==> config.mk <==
export PLATFORM = sky130hd
export DESIGN_NAME = rtc_irq_gen
export DESIGN_NICKNAME = d
export VERILOG_FILES = /design/src/rtl/rtc_irq_gen.sv
export SDC_FILE = /design/constraint.sdc
export NUM_CORES = 1
export LEC_CHECK = 0
export CAP_MARGIN = 25
export CORE_MARGIN = 4
export CORE_UTILIZATION = 44
export DETAILED_ROUTE_END_ITERATION = 12
export GPL_TIMING_DRIVEN = 0
export MAX_ROUTING_LAYER = met4
export PLACE_DENSITY = 0.84
export SLEW_MARGIN = 20
export SYNTH_ARGS = -nofsm -noshare
export SYNTH_HDL_FRONTEND = slang
export SYNTH_SLANG_ARGS = --single-unit
==> constraint.sdc <==
create_clock -name clk -period 5.2 [get_ports clk]
set_input_delay 1.04 -clock clk [delete_from_list [all_inputs] [get_ports clk]]
set_output_delay 1.04 -clock clk [all_outputs]
set_load 0.02 [all_outputs]
==> src/rtl/rtc_irq_gen.sv <==
module rtc_irq_gen #(
  parameter int PW        = 15,
  parameter int WIN_TICKS = 328
) (
  input  logic          clk,
  input  logic          rst_n,
  input  logic [PW-1:0] presc,
  input  logic          tick_sec,
  input  logic          tick_min,
  input  logic [7:0]    hour,
  input  logic [7:0]    minute,
  input  logic [7:0]    second,
  input  logic [7:0]    cfg,
  input  logic [15:0]   alarm,
  input  logic          cfg_rd,
  output logic          irq_n
);

  localparam int CW = $clog2(WIN_TICKS + 1);

  typedef enum logic [2:0] {M_OFF, M_ALARM, M_FREQ, M_EDGE, M_STEADY} mode_t;

  mode_t          mode;
  logic [PW-1:0]  presc_q;
  logic [CW-1:0]  win_cnt;
  logic           min_flag, min_flag_d, irq_d;

  always_comb begin
    case ({cfg[3], cfg[1]})
      2'b01:   mode = M_FREQ;
      2'b10:   mode = M_EDGE;
      2'b11:   mode = M_STEADY;
      default: mode = cfg[5] ? M_ALARM : M_OFF;
    endcase
  end

  wire alarm_hit = ((hour & 8'hBF) == (alarm[7:0] & 8'hBF)) &&
                   ((minute & 8'h7F) == (alarm[15:8] & 8'h7F));
  wire freq_lvl  = ~|(~presc & alarm[PW-1:0]);
  wire in_window = win_cnt < CW'(WIN_TICKS);
  wire per_min   = (mode == M_EDGE) || (mode == M_STEADY);

  always_ff @(posedge clk or negedge rst_n) begin
    if (!rst_n) begin
      presc_q <= '0;
      win_cnt <= CW'(WIN_TICKS);
    end else begin
      presc_q <= presc;
      if (tick_min)
        win_cnt <= '0;
      else if (presc != presc_q && in_window)
        win_cnt <= win_cnt + 1'b1;
    end
  end

  always_comb begin
    min_flag_d = min_flag;
    if (!per_min)
      min_flag_d = 1'b0;
    else if (tick_min)
      min_flag_d = 1'b1;
    else if (mode == M_EDGE && (tick_sec || (cfg_rd && !in_window)))
      min_flag_d = 1'b0;
    else if (mode == M_STEADY && second == 8'h30)
      min_flag_d = 1'b0;
  end

  always_comb begin
    case (mode)
      M_ALARM: irq_d = alarm_hit;
      M_FREQ:  irq_d = ~freq_lvl;
      M_EDGE,
      M_STEADY: irq_d = min_flag_d;
      default: irq_d = 1'b0;
    endcase
  end

  always_ff @(posedge clk or negedge rst_n) begin
    if (!rst_n) begin
      min_flag <= 1'b0;
      irq_n    <= 1'b1;
    end else begin
      min_flag <= min_flag_d;
      irq_n    <= ~irq_d;
    end
  end


  idle_high_chk: assert property (@(posedge clk) disable iff (!rst_n)
    (cfg[5] == 1'b0 && cfg[3] == 1'b0 && cfg[1] == 1'b0) |=> irq_n);


  alarm_low_chk: assert property (@(posedge clk) disable iff (!rst_n)
    (mode == M_ALARM && alarm_hit) |=> !irq_n);


  minute_set_chk: assert property (@(posedge clk) disable iff (!rst_n)
    ((mode == M_EDGE || mode == M_STEADY) && tick_min) |=> !irq_n);


  early_read_chk: assert property (@(posedge clk) disable iff (!rst_n)
    (mode == M_EDGE && min_flag && cfg_rd && in_window && !tick_sec) |=> !irq_n);


  half_minute_chk: assert property (@(posedge clk) disable iff (!rst_n)
    (mode == M_STEADY && second == 8'h30 && !tick_min) |=> irq_n);


  drop_pending_chk: assert property (@(posedge clk) disable iff (!rst_n)
    (!per_min) |=> !min_flag);

endmodule

# Word-level counts from Yosys, hierarchy flattened
# Index checks and enable logic that the tools add are counted.
word_totals:
  reg_bits: 26
  inputBits: 68
  out_inout_bits: 1
  elab_cells: 40
classes:
  addsub: 1
  magnitude_cmp: 1
  n_eq_ne: 11
  muxes: 9
  bitwise: 3
  reduce_logical: 11
op_table:
  columns: ["op", "n"]
  rows:
  - ["$mux 9", 2]
  - ["$and 15x15->15", 1]
  - ["$ne 15x15->1", 1]
  - ["$not 15->15", 1]
  - ["$reduce_or 15->1", 1]
  - ["$eq 7x7->1", 2]
  - ["$add 9x1->9 const B", 1]
  - ["$lt 9x9->1 const B", 1]
  - ["$pmux 3 s3", 1]
  - ["$eq 8x6->1 const B", 1]
  - ["$eq 3x2->1 const B", 2]
  - ["$logic_and 1x1->1", 5]
  - ["$mux 1", 5]
  - ["$eq 2x2->1 const B", 2]
  - ["$eq 3x1->1 const B", 1]
  - ["$eq 3x3->1 const B", 1]
  - ["$pmux 1 s3", 1]
  - ["$eq 2x1->1 const B", 1]
  - ["$logic_or 1x1->1", 2]
  - ["$reduce_bool 2->1", 1]
  - ["$reduce_or 2->1", 1]
  - ["$logic_not 1->1", 1]
  - ["$not 1->1", 1]

# Logic depth before layout (Yosys ltp)
logic_depth:
  ltp_word: 10
  depth_mapped: 7
  mapped_depth_nobuf: 7

# Worst setup path before layout
# Ideal clock, no wire load.
synth_path:
  kind: "input-to-reg"
  from: "input cfg[1]"
  to: "register irq_n"
  t_arrival_ps: 2473
  required_ps: 5118
  path_slack_ps: 2645
  stages: 6
  path_buffers: 0
  path_cell_list: "inv_1 -> ha_1 -> or3_1 -> or4_1 -> nor3_1 -> o31ai_1"
synth_between:
  elab_chain_len: 10
  elab_cells_between_ends: 18
  classes_between: "7 x eq/ne; 6 x mux; 1 x bitwise; 4 x reduce/logical"
synth_lines:
  columns: ["element", "line", "text"]
  rows:
  - ["start, declared", "13", "input logic [7:0] cfg,"]
  - ["$eq 2x2->1 or $eq 2x1->1 (tied branches)", "29", "case ({cfg[3], cfg[1]})"]
  - ["$pmux 3 s3 *", "29", null]
  - ["$eq 3x3->1", "41, 64, 69", null]
  - ["$logic_and 1x1->1", "64", "else if (mode == M_STEADY && second == 8'h30)"]
  - ["$mux 1", "64", null]
  - ["$mux 1", "62", "else if (mode == M_EDGE && (tick_sec || (cfg_rd && !in_window)))"]
  - ["$mux 1", "60", "else if (tick_min)"]
  - ["$mux 1", "58", "if (!per_min)"]
  - ["$pmux 1 s3 *", "69", "case (mode)"]
  - ["$not 1->1 *", "84", "irq_n <= ~irq_d;"]
  - ["end signal, assigned", "84", null]
  - ["end, declared", "16", "output logic irq_n"]
# Mark *: on every way between the ends. The rest lies on a longest branch, timed or not.
# A chain may end at the register's enable or synchronous reset.

# Worst setup path after layout
# Same ends and word-level chain as after synthesis.

==> results.txt <==
Result of the run: completed
Type of the worst min-delay path: reg -> reg
Count of distinct cell types in the synthesized netlist: 29
Final-report hold violation count: 0
Max-capacitance violation count: 0
Via density per instance: 5.042
Largest fanout on the critical path: 3
Standard-cell row count: 21
RD Place Congestion: 0.8501
Layout fillers: 280
Period utilisation layout: 0.5523
Remaining global-route overflow: 0
Pleak: 0.8980 nW
First-pass DRT Iterations: 4
Final number of setup-violating endpoints: 0
Antenna Cells: 0
Total via count in the routed design: 1,331
Clock latency on the worst-skew pair: 0.33 ns
Final total negative setup slack: 0 ns
Die height: 66.59 um
Largest net degree at the start of global routing: 27
Antenna violations before repair: 0
Post-Syn Instances: 154
Cell area after synthesis: 1510 um^2
Number of buffers added by the clock tree synthesis step: 3
DRC viols: 0
Final cell count without fillers: 264
Setup repair after global routing missed its margin: false
Peak supply drop: 0.1165 mV
Final slew viol count: 0
Worst endpoint required time: 5.47 ns
Net count, final: 293
DP Cell Count: 260
Initial Utilization: 0.4526
Power Density: 208.3 nW/um^2
Die Area: 4434 um^2
TritonCTS clock tree: built
Synthesized Nets: 228
Syn avg cell area: 9.806 um^2
Maximum achievable frequency: 0.3482 GHz
Buffer cell driving the clock tree root: clkbuf_4
Actual transition at the worst max-transition pin: 0.5542 ns
Floorplan core area: 3337 um^2
Residual antenna-violating net count after detailed routing: 0
Die span in x: 66.59 um
Clk buf depth: 2
Ys Warns: 0
Number of gates given a new drive strength after cts: 0
Clock sink count: 26
First-pass GRT wire length: 5.478 mm
Post-detailed-placement half-perimeter wirelength: 2.938 mm
Final Skew: 0.001426 ns
Count of pins on the block boundary: 69
Share of synthesized area occupied by flip-flops and latches: 0.4341
CTS hold repair buffers: 0
Count of port buffers added during placement: 60
Synthesis-to-layout area growth: 46.73%
Clock slew seen by the registers of the worst setup and hold paths: 0.14 ns
Post-Route WL: 3.532 mm
Startpoint type of the worst setup path: input port
Vias in the first global route: 1,276
Total routing resource utilization after global routing: 0.1692
Critical Path End Type: flip-flop
Average wire length per cell after detail routing: 13.38 um
Maximum level of the CTS H-tree: 1
Final worst path period need: 2.872 ns
Violation count after the first detailed-route iteration: 34
Fraction of layout cells with a size suffix above 1: 0.06422
Commonest cells after routing, fill and taps aside: clkdlybuf4s50_1, xnor2_1, dfrtp_1
Worst max-slew margin expressed relative to the limit: 0.6305
Number of setup buffers added after CTS: 0
Commonest non-fill, non-tap cell in the layout: clkdlybuf4s50_1
Data arrival time of the critical path: 3.15 ns
Setup Crit Path Kind: in -> reg
Count of state elements after synthesis: 26
[cell families (layout without fill, tap and decap cells)]
logic type	after synthesis	count (layout)	share of synthesized area
buf+inv	19	83	0.05136
flops	26	26	0.4341
simple gates	47	47	0.1673
compound gates	22	22	0.09362
mux	5	5	0.03562
xor+xnor	29	29	0.1682
fa+ha+maj	6	6	0.04971
[power breakdown]
part           internal, mW  leakage, nW  total, mW  switching, mW
sequential            0.212        0.310      0.217        0.00529
combinational        0.0649        0.560      0.104         0.0389
clock                0.0780       0.0279      0.140         0.0624
total                 0.355        0.898      0.462          0.107
[worst max-delay path, stage by stage]
cell and delay, ns:
clkdlybuf4s50_1 0.51, inv_1 0.09, ha_1 0.29, or3_1 0.36, or4_1 0.53, nor3_1 0.24, o31ai_1 0.09
[metrics by stage]
stage                       util  instance area [um^2]  power (mW)  hold WS, ns  setup slack (ns)
after floorplan                -                  1510      0.2596       0.5383             2.645
after global placement    0.6498                  2168      0.3234       0.5512             1.969
after detailed placement  0.6483                  2163      0.3254       0.5542             1.947
after CTS                 0.6640                  2216      0.4669       0.5744             2.321
after global routing      0.6640                  2216      0.4883       0.5760             2.249
final                     0.6640                  2216      0.4616       0.5703             2.328
[cell usage after synthesis]
cell           number  share of area
xnor2_1            27           0.16
dfrtp_1            22           0.36
inv_1              17          0.042
nand2_1             8          0.020
nor2_1              8          0.020
nand4_1             7          0.029
o22ai_1             7          0.029
ha_1                6          0.050
nor4_1              5          0.021
a21oi_1             4          0.013
dfstp_2             4          0.070
nand3_1             4          0.013
nor2b_1             4          0.017
o21ai_0             4          0.013
or3_1               4          0.017
mux2_2              3          0.022
nor3_1              3         0.0099
a41oi_1             2          0.012
mux2i_1             2          0.013
o31ai_1             2         0.0099
or4_1               2         0.0099
xor2_1              2          0.012
a21boi_0            1         0.0050
a32o_1              1         0.0066
buf_2               1         0.0033
dlygate4sd1_1       1         0.0058
nand2b_1            1         0.0041
o21a_1              1         0.0050
or3_4               1         0.0075
[final cells by class]
type	count	area (um^2)	share of cell area
repair buffers	60	595.6	0.2688
multi-input cells	109	777.0	0.3506
inverters	17	63.81	0.02880
well taps	46	57.56	0.02597
plain buffers	2	13.76	0.006211
clock inverters	1	30.03	0.01355
clock buffers	3	22.52	0.01016
flip-flops and latches	26	655.6	0.2959
[flip-flops by register name (all words and copies together) (netlist names)]
name	count
win_cnt	9
irq_n	1
presc_q	15
min_flag	1
[worst paths after layout]
kind | startpoint | end | slack, ns | cells after the start
setup / recovery | cfg[1] | irq_n | 2.33 | 7
hold / removal | win_cnt[8] | win_cnt[8] | 0.57 | 1
setup reg to reg | win_cnt[7] | win_cnt[7] | 3.28 | 5
hold reg to reg | win_cnt[8] | win_cnt[8] | 0.57 | 1
max in group asynchronous | rst_n | win_cnt[6] | 4.15 | 1
min in group asynchronous | rst_n | presc_q[12] | 0.68 | 1
[routing by layer]
| metal | part of all wire | global-route usage | vias up |
|---|---|---|---|
| met4 | 0.0074 | 0.06853 | 0 |
| met3 | 0.048 | 0.02867 | 2 |
| li1 | - | - | 655 |
| met2 | 0.51 | 0.2673 | 43 |
| met5 | 0 | - | - |
| met1 | 0.43 | 0.2152 | 631 |
No activity file was read; power rests on OpenSTA's default activity.
